`config.mk`:
```
export PLATFORM = sky130hd
export DESIGN_NAME = vic_top
export DESIGN_NICKNAME = d
export VERILOG_FILES = /design/src/rtl/vic_pkg.sv /design/src/rtl/vic_flags.sv /design/src/rtl/vic_ctrl.sv /design/src/rtl/vic_prio.sv /design/src/rtl/vic_top.sv
export SDC_FILE = /design/constraint.sdc
export NUM_CORES = 1
export LEC_CHECK = 0
export ABC_AREA = 1
export BUFFER_PORTS_ARGS = -buffer_cell sky130_fd_sc_hd__buf_2
export CORE_ASPECT_RATIO = 0.7
export CORE_MARGIN = 2
export CORE_UTILIZATION = 35
export DETAILED_ROUTE_END_ITERATION = 10
export PLACE_DENSITY = 0.63
export SYNTH_ARGS = -nofsm -noshare
export SYNTH_HDL_FRONTEND = slang
export SYNTH_SLANG_ARGS = --single-unit
```
`constraint.sdc`:
```
create_clock -name clk -period 1.3 [get_ports clk]
set_input_delay 0.13 -clock clk [delete_from_list [all_inputs] [get_ports clk]]
set_output_delay 0.13 -clock clk [all_outputs]
set_load 0.02 [all_outputs]
```
`src/rtl/vic_pkg.sv`:
```
package vic_pkg;

    // Strobes that act on the global enable bit
    typedef struct packed {
        logic ack;      // honoured vector acknowledge
        logic reti;     // return from interrupt
        logic wr_gie;   // software write strobe
        logic gie_val;  // software write value
    } gie_req_t;

endpackage

```
`src/rtl/vic_flags.sv`:
```
module vic_flags #(
    parameter int N = 8
) (
    input  logic         clk,
    input  logic         rst_n,
    input  logic [N-1:0] pulse_i,
    input  logic [N-1:0] clr_i,
    output logic [N-1:0] flags_o
);

    typedef struct packed {
        logic [N-1:0] flags;
    } state_t;

    state_t st_d, st_q;

    always_comb begin
        st_d       = st_q;
        // a new event overrides any clear in the same cycle
        st_d.flags = (st_q.flags & ~clr_i) | pulse_i;
    end

    always_ff @(posedge clk) begin
        if (!rst_n) st_q <= '0;
        else        st_q <= st_d;
    end

    assign flags_o = st_q.flags;

    for (genvar g = 0; g < N; g++) begin : g_chk
        // a pulse always lands
        a_r10_pulse_wins: assert property (@(posedge clk) disable iff (!rst_n)
            pulse_i[g] |=> flags_o[g]);
        // a flag holds without a clear
        a_r2_flag_holds: assert property (@(posedge clk) disable iff (!rst_n)
            (flags_o[g] && !clr_i[g]) |=> flags_o[g]);
        // a clear with no pulse empties the bit
        a_r9_clear: assert property (@(posedge clk) disable iff (!rst_n)
            (clr_i[g] && !pulse_i[g]) |=> !flags_o[g]);
    end

endmodule

```
`src/rtl/vic_ctrl.sv`:
```
module vic_ctrl
    import vic_pkg::*;
#(
    parameter int N = 8
) (
    input  logic         clk,
    input  logic         rst_n,
    input  logic         wr_mask_i,
    input  logic [N-1:0] mask_wdata_i,
    input  gie_req_t     req_i,
    output logic [N-1:0] mask_o,
    output logic         gie_o
);

    typedef struct packed {
        logic [N-1:0] mask;
        logic         gie;
    } state_t;

    state_t st_d, st_q;

    always_comb begin
        st_d = st_q;
        if (wr_mask_i) st_d.mask = mask_wdata_i;
        // priority: acknowledge, then return, then software write
        if (req_i.ack)         st_d.gie = 1'b0;
        else if (req_i.reti)   st_d.gie = 1'b1;
        else if (req_i.wr_gie) st_d.gie = req_i.gie_val;
    end

    always_ff @(posedge clk) begin
        if (!rst_n) st_q <= '0;
        else        st_q <= st_d;
    end

    assign mask_o = st_q.mask;
    assign gie_o  = st_q.gie;

    a_r3_mask_load: assert property (@(posedge clk) disable iff (!rst_n)
        wr_mask_i |=> (mask_o == $past(mask_wdata_i)));
    a_r6_gie_drop: assert property (@(posedge clk) disable iff (!rst_n)
        req_i.ack |=> !gie_o);
    a_r7_reti_sets: assert property (@(posedge clk) disable iff (!rst_n)
        (req_i.reti && !req_i.ack) |=> gie_o);
    a_r8_gie_stable: assert property (@(posedge clk) disable iff (!rst_n)
        (!req_i.ack && !req_i.reti && !req_i.wr_gie) |=> $stable(gie_o));

endmodule

```
`src/rtl/vic_prio.sv`:
```
module vic_prio #(
    parameter int N     = 8,
    parameter int IDX_W = $clog2(N)
) (
    input  logic             clk,
    input  logic             rst_n,
    input  logic [N-1:0]     pend_i,
    input  logic             gie_i,
    output logic             irq_o,
    output logic [IDX_W-1:0] vec_o
);

    // below[i] is 1 when some lower index is also active
    logic [N-1:0] below;
    logic [N-1:0] win;

    assign below[0] = 1'b0;
    for (genvar g = 1; g < N; g++) begin : g_chain
        assign below[g] = below[g-1] | pend_i[g-1];
    end
    assign win = pend_i & ~below;

    always_comb begin
        vec_o = '0;
        for (int i = 0; i < N; i++) begin
            if (win[i]) vec_o = IDX_W'(i);
        end
    end

    assign irq_o = gie_i & (|pend_i);

    a_r5_onehot_win: assert property (@(posedge clk) disable iff (!rst_n)
        $onehot0(win));
    a_r5_vec_active: assert property (@(posedge clk) disable iff (!rst_n)
        (|pend_i) |-> pend_i[vec_o]);
    a_r5_vec_lowest: assert property (@(posedge clk) disable iff (!rst_n)
        ((pend_i & ((N'(1) << vec_o) - N'(1))) == '0));

endmodule

```
`src/rtl/vic_top.sv`:
```
module vic_top
    import vic_pkg::*;
#(
    parameter int NUM_SRC = 8,
    localparam int IDX_W  = $clog2(NUM_SRC)
) (
    input  logic               clk,
    input  logic               rst_n,
    input  logic [NUM_SRC-1:0] irq_pulse_i,
    input  logic               wr_mask_i,
    input  logic               wr_flag_i,
    input  logic [NUM_SRC-1:0] wdata_i,
    input  logic               wr_gie_i,
    input  logic               gie_wdata_i,
    input  logic               vec_ack_i,
    input  logic               reti_i,
    output logic               irq_o,
    output logic [IDX_W-1:0]   vec_o,
    output logic [NUM_SRC-1:0] flags_o,
    output logic [NUM_SRC-1:0] mask_o,
    output logic               gie_o
);

    logic               ack_ok;
    logic [NUM_SRC-1:0] clr;
    logic [NUM_SRC-1:0] pend;
    gie_req_t           req;

    assign ack_ok = vec_ack_i & irq_o;
    assign clr    = (wr_flag_i ? wdata_i : '0)
                  | (ack_ok ? (NUM_SRC'(1) << vec_o) : '0);
    assign pend   = flags_o & mask_o;

    assign req.ack     = ack_ok;
    assign req.reti    = reti_i;
    assign req.wr_gie  = wr_gie_i;
    assign req.gie_val = gie_wdata_i;

    vic_flags #(.N(NUM_SRC)) u_flags (
        .clk     (clk),
        .rst_n   (rst_n),
        .pulse_i (irq_pulse_i),
        .clr_i   (clr),
        .flags_o (flags_o)
    );

    vic_ctrl #(.N(NUM_SRC)) u_ctrl (
        .clk          (clk),
        .rst_n        (rst_n),
        .wr_mask_i    (wr_mask_i),
        .mask_wdata_i (wdata_i),
        .req_i        (req),
        .mask_o       (mask_o),
        .gie_o        (gie_o)
    );

    vic_prio #(.N(NUM_SRC), .IDX_W(IDX_W)) u_prio (
        .clk    (clk),
        .rst_n  (rst_n),
        .pend_i (pend),
        .gie_i  (gie_o),
        .irq_o  (irq_o),
        .vec_o  (vec_o)
    );

    // the serviced flag is gone unless a fresh pulse hit it
    a_r6_flag_clear: assert property (@(posedge clk) disable iff (!rst_n)
        ack_ok |=> (flags_o[$past(vec_o)] == $past(irq_pulse_i[vec_o])));
    // an acknowledge with no request leaves the enable alone
    a_r6_ack_ignored: assert property (@(posedge clk) disable iff (!rst_n)
        (vec_ack_i && !irq_o && !reti_i && !wr_gie_i) |=> $stable(gie_o));
    // a request implies enable and an unmasked pending source
    a_r4_irq_cause: assert property (@(posedge clk) disable iff (!rst_n)
        irq_o |-> (gie_o && flags_o[vec_o] && mask_o[vec_o]));

endmodule

```
After elaboration in Yosys (flattened, before gate mapping)
Index checks and enable logic that the tools add are counted.
{ "word_totals": {"word_cells": 34, "ff_bits": 17, "mem_bits_ro": 0, "out_inout_bits": 21, "latchBits": 0, "inputBits": 24, "ram_bits": 0, "mem_count": 0} }
{ "op_classes": {"mul": 0, "magnitude_cmp": 0, "shifts": 1, "n_bitwise": 16, "n_reduce_logical": 3, "n_eq_ne": 0, "div": 0, "n_mux": 11, "n_addsub": 0} }
{ "ops": {"columns": ["cell", "count"], "rows": [
  ["$and A8 B8 Y8", 3],
  ["$mux W3", 6],
  ["$mux W8", 2],
  ["$not A8 Y8", 2],
  ["$or A8 B8 Y8", 2],
  ["$reduce_or A8 Y1", 1],
  ["$shl A1 B3 Y8 const A", 1],
  ["$or A1 B1 Y1", 6],
  ["$mux W1", 3],
  ["$and A1 B1 Y1", 2],
  ["$reduce_bool A2 Y1", 1],
  ["$reduce_or A2 Y1", 1],
  ["$not A1 Y1", 1]
]} }

Longest topological paths before layout
{ "depth": {"ltp_word": 22, "ltp_mapped": 9, "mapped_depth_nobuf": 9} }

Modules after synthesis
From an unflattened synthesis, not the netlist that was laid out.
{ "unflattened": {"hier_cells": 160, "hier_area_um2": 923.4} }
{ "by_module_without_submodules": {"columns": ["module", "cells_per_inst", "instances", "seq_area_each_um2", "area_each_um2"], "rows": [
  ["vic_ctrl", 43, 1, 180.2, 317.8],
  ["vic_flags", 41, 1, 160.2, 294.0],
  ["vic_top", 53, 1, 0.0, 205.2],
  ["vic_prio", 23, 1, 0.0, 106.4]
]} }

Worst setup path before layout
No wires, ideal clock.
{ "synth_timing": {"path_type": "register to register", "start": "register u_flags.st_q, in the netlist u_flags.flags_o[2]", "end": "register u_flags.st_q, in the netlist u_flags.flags_o[0]", "t_arrival_ns": 1.255, "t_required_ns": 1.176, "path_buffers": 0, "setup_ns": 0.124, "period_less_slack_ns": 1.379, "slack_ns": -0.079, "path_stages_with_launch": 10, "cell_sequence": "dfxtp_1 nand2_2 nand2_4 nor2_4 nand2_2 nand2_4 nor2_4 nand3_1 o21ai_1 a21oi_1"} }
{ "synth_via": {"elab_chain_len": 15, "elab_cells_between_ends": 23, "classes_between": "shift (1); mux (7); bitwise (14); reduce/logical (1)"} }
{ "synth_lines": {"columns": ["item", "line", "source"], "rows": [
  ["from (decl)", "vic_flags.sv:15", "state_t st_d, st_q;"],
  ["from (signal assigned)", "vic_flags.sv:25", "else st_q <= st_d;"],
  ["$and A8 B8 Y8 (*)", "vic_top.sv:32", "assign pend = flags_o & mask_o;"],
  ["$or A1 B1 Y1", "vic_prio.sv:19", "assign below[g] = below[g-1] | pend_i[g-1];"],
  ["$not A8 Y8 / $or A1 B1 Y1 (equally long branches)", "vic_prio.sv:21, vic_prio.sv:19", null],
  ["$and A8 B8 Y8, or another cell as far along", "vic_prio.sv:21", "assign win = pend_i & ~below;"],
  ["$mux W3, or another cell as far along (3 in series)", "vic_prio.sv:26", "if (win[i]) vec_o = IDX_W'(i);"],
  ["$mux W3 / $and A8 B8 Y8 (equally long branches)", "vic_prio.sv:26, vic_prio.sv:21", null],
  ["$mux W3", "vic_prio.sv:26", null],
  ["$shl A1 B3 Y8", "vic_top.sv:31", "| (ack_ok ? (NUM_SRC'(1) << vec_o) : '0);"],
  ["$mux W8 (*)", "vic_top.sv:31", null],
  ["$or A8 B8 Y8 (*)", "vic_top.sv:31", null],
  ["$not A8 Y8 (*)", "vic_flags.sv:20", "st_d.flags = (st_q.flags & ~clr_i) | pulse_i;"],
  ["$and A8 B8 Y8 (*)", "vic_flags.sv:20", null],
  ["$or A8 B8 Y8 (*)", "vic_flags.sv:20", null]
]} }
Every way passes the cells marked *; elsewhere a longest branch is shown, timed or not.
A chain may end at the register's enable or synchronous reset.

Worst setup path after layout
{ "layout_timing": {"start": "register u_flags.st_q, in the netlist u_flags.flags_o[0]", "end": "output port vec_o[0]"} }
{ "layout_via": {"elab_chain_len": 10, "elab_cells_between_ends": 16, "classes_between": "mux (7); bitwise (9)"} }
{ "layout_lines": {"columns": ["item", "line", "source"], "rows": [
  ["$and A8 B8 Y8 (*)", "vic_top.sv:32", null],
  ["$not A8 Y8 (*)", "vic_prio.sv:21", null],
  ["$and A8 B8 Y8 (*)", "vic_prio.sv:21", null],
  ["$mux W1, or another cell as far along", "vic_prio.sv:26", null],
  ["$mux W3, or another cell as far along (4 in series)", "vic_prio.sv:26", null],
  ["$mux W3 / $and A8 B8 Y8 (equally long branches)", "vic_prio.sv:26, vic_prio.sv:21", null],
  ["$mux W3 (*)", "vic_prio.sv:26", null],
  ["to (decl)", "vic_top.sv:18", "output logic [IDX_W-1:0] vec_o,"]
]} }
Marked as above.

==> key figures <==
Logic synthesis
  – Cells after Synth: 126
  – Area share of and/or/nand/nor cells after synthesis: 36.8%
  – Mux contribution to synthesized area: 0%
  – Yosys reg bits: 17
  – Post-synth EDFFs: 0
  – Netlist cell types: 28
  – Syn avg cell area: 7.56 µm²
  – Main combinational cell family by area after synthesis: simple AND/OR/NAND/NOR gates
  – Prevailing post-synth register cell: dfxtp_1
  – Post-synthesis cell area: 952 µm²
  – Syn. warnings: 0
  – Synth Area in Compound Gates: 17.6%
  – Synth Net Count: 150
  – Synth Area in Adders: 0%
  – Post-synthesis sequential area ratio: 35.7%
  – Xor/xnor share of the synthesized area: 0%
  – Ys async rst share: 0%

Timing
  – Relative slew slack: 76.4%
  – Hold_ws: 0.0743 ns
  – Max Fclk: 651 MHz
  – Clock skew: 0.00259 ns
  – Final period demand of the worst path: 1.54 ns
  – Worst-margin pin slew: 0.354 ns
  – Fin. Hold Viols: 0
  – Worst Slack Setup Final: -0.236 ns
  – Final period util: 118%
  – Fin. max-slew vios: 0
  – Unrepaired setup endpoints after global routing: true
  – Final Setup Violations: 12

Drt
  – Met2 WL: 1470 µm
  – Router iterations before antenna repair: 4
  – Via Count: 1102
  – Detail Route Antenna Nets: 0
  – Top layer in use: met4
  – Routed wl met3: 168 µm
  – DR WL/cell: 13.6 µm
  – WL met1: 1420 µm
  – Final wirelength: 3130 µm
  – # DRC: 0
  – 1st-iter DRT viols: 42
  – Drt via density: 4.79

Final layout
  – Diode count: 0
  – Commonest non-fill, non-tap cell in the layout: buf_2
  – Number of fill cells: 240
  – Share of cells above drive strength 1: 62.8%
  – Commonest non-fill, non-tap cells in the layout: 40 x buf_2, 23 x buf_4, 21 x nor2_1
  – Post-layout util: 61.1%
  – Final net count: 221
  – Multi-input logic area: 571 µm²
  – Reg area: 362 µm²
  – Synth-to-layout area growth: 61.4%

CTS
  – Longest Clk Path Bufs: 2
  – Htree depth: 1
  – Root Driver: clkbuf_8
  – CTS sink cnt: 17
  – Clock insertion delay at the later pin of the skew report: 0.26 ns
  – CTS tree: built
  – Hold buffers post-CTS: 0
  – CTS buffer count: 3
  – Worst-path clk slew: 0.07 ns

Outcome
  – Outcome: finished with violations
  – Failing checks: negative setup slack

Worst setup path
  – Critical Path RT: 1.17 ns
  – Setup slack, reg-to-reg: -0.15 ns
  – CP endpoint: vec_o[0]
  – Setup crit start: u_flags.flags_o[0]$_SDFF_PN0_
  – Worst Setup End Kind: primary output
  – CP Launch Type: flop
  – Worst r2r src: u_flags.flags_o[0]$_SDFF_PN0_
  – RR Endpoint: u_flags.flags_o[5]$_SDFF_PN0_
  – Worst reg2reg path depth: 8
  – Crit path kind: flop to primary output
  – Crit path DAT: 1.41 ns
  – Worst Path Max Fanout: 5

Global routing
  – Global-route wire length before repair: 4620 µm
  – Gr ovfl total: 0
  – Overall global routing resource usage: 20.7%
  – Initial antenna violation count: 0
  – Pin count of the biggest net entering global routing: 11
  – Vias in the first global route: 996

Pwr
  – P_leak: 0.840 nW
  – Pwr dens: 954 nW/µm²
  – Maximum vdd drop: 0.000691 V

Hold path
  – Worst Hold Class: primary input to flop

Placed design
  – Placer congestion estimate: 0.824
  – Hpwl dp: 1970 µm
  – Post-place setup slack: -0.00651 ns
  – Port bufs: 44

Die
  – FP Rows: 15
  – DIE HEIGHT: 47.6 µm
  – Die width: 66.3 µm
  – CORE AREA: 2510 µm²
  – IO Count: 45
  – Die area: 3160 µm²
  – Initial core utilization: 37.9%

Flow run
  – Max Cap Violations: 0
## registers in the layout, summed over array words and instances (netlist names)
signal           cells
u_ctrl.gie_o         1
u_ctrl.mask_o        8
u_flags.flags_o      8
## metrics by stage
| step | setup TNS [ns] | instances | cell area, µm² | total power, W |
|---|---|---|---|---|
| after detailed placement | -0.00651 | 208 | 1270 | 0.000974 |
| after global routing | -2.38 | 230 | 1540 | 0.00153 |
| after CTS | -1.04 | 227 | 1490 | 0.00145 |
| after global placement | 0 | 208 | 1270 | 0.000967 |
| final | -1.49 | 230 | 1540 | 0.00147 |
| after floorplan | 0 | 126 | 971 | 0.000834 |
## timing repair
action	in CTS	in global routing
resized for setup	15	6
pin swaps	11	7
cloned	0	0
endpoints found under the setup margin	5	13
buffers inserted	15	3
## worst max-delay path: stages (launching register included)
cell     delay [ns]
dfxtp_4        0.35
nand2_4        0.08
nand2_4        0.07
nor2_4         0.22
nand3_2        0.11
o21ai_2        0.08
inv_2          0.05
nand2_2        0.07
buf_6          0.11
## logic make-up after synthesis
family	after synthesis
buf+inv	20
flops	17
compound gates	25
simple gates	64
## layer usage
metal | vias up | track usage [%]
met5 | - | 0
met4 | 0 | 9.39
met3 | 9 | 5.88
met2 | 31 | 35.6
met1 | 512 | 25.0
li1 | 550 | -
## cell usage after synthesis, types with 3 or more instances
| cell type | number | area share [%] |
|---|---|---|
| a21oi_1 | 4 | 2.1 |
| a31oi_1 | 4 | 2.6 |
| dfxtp_1 | 17 | 36 |
| inv_1 | 11 | 4.3 |
| inv_2 | 4 | 1.6 |
| nand2_1 | 19 | 7.5 |
| nand2_2 | 5 | 3.3 |
| nand2_4 | 5 | 5.9 |
| nand3_1 | 4 | 2.1 |
| nand4_1 | 3 | 2.0 |
| nor2_1 | 21 | 8.3 |
| o211ai_2 | 3 | 3.9 |
| o21ai_0 | 8 | 4.2 |
## power by group
part	internal, W	total [W]	switching [W]
registers	0.000565	0.000598	0.0000328
logic	0.000199	0.000457	0.000258
clock network	0.000213	0.000410	0.000197
## area by class of cell
type,instances,share of cell area [%]
tap,34,2.77
clock inverter,1,0.326
multi-input combinational,89,37.1
inverter,18,5.62
timing repair buffer,68,27.9
clock buffer,3,2.69
sequential,17,23.5
## worst min path at each step
stage / from / end / slack (ns) / cells after the start
after floorplan: irq_pulse_i[1] / u_flags.flags_o[1]$_SDFF_PN0_ / 0.25 / 2
after global placement: irq_pulse_i[4] / u_flags.flags_o[4]$_SDFF_PN0_ / 0.33 / 3
after detailed placement: irq_pulse_i[1] / u_flags.flags_o[1]$_SDFF_PN0_ / 0.34 / 3
after CTS: irq_pulse_i[1] / u_flags.flags_o[1]$_SDFF_PN0_ / 0.07 / 3
after global routing: irq_pulse_i[4] / u_flags.flags_o[4]$_SDFF_PN0_ / 0.08 / 3
final: irq_pulse_i[2] / u_flags.flags_o[2]$_SDFF_PN0_ / 0.07 / 3
No activity file was read; power rests on OpenSTA's default activity.
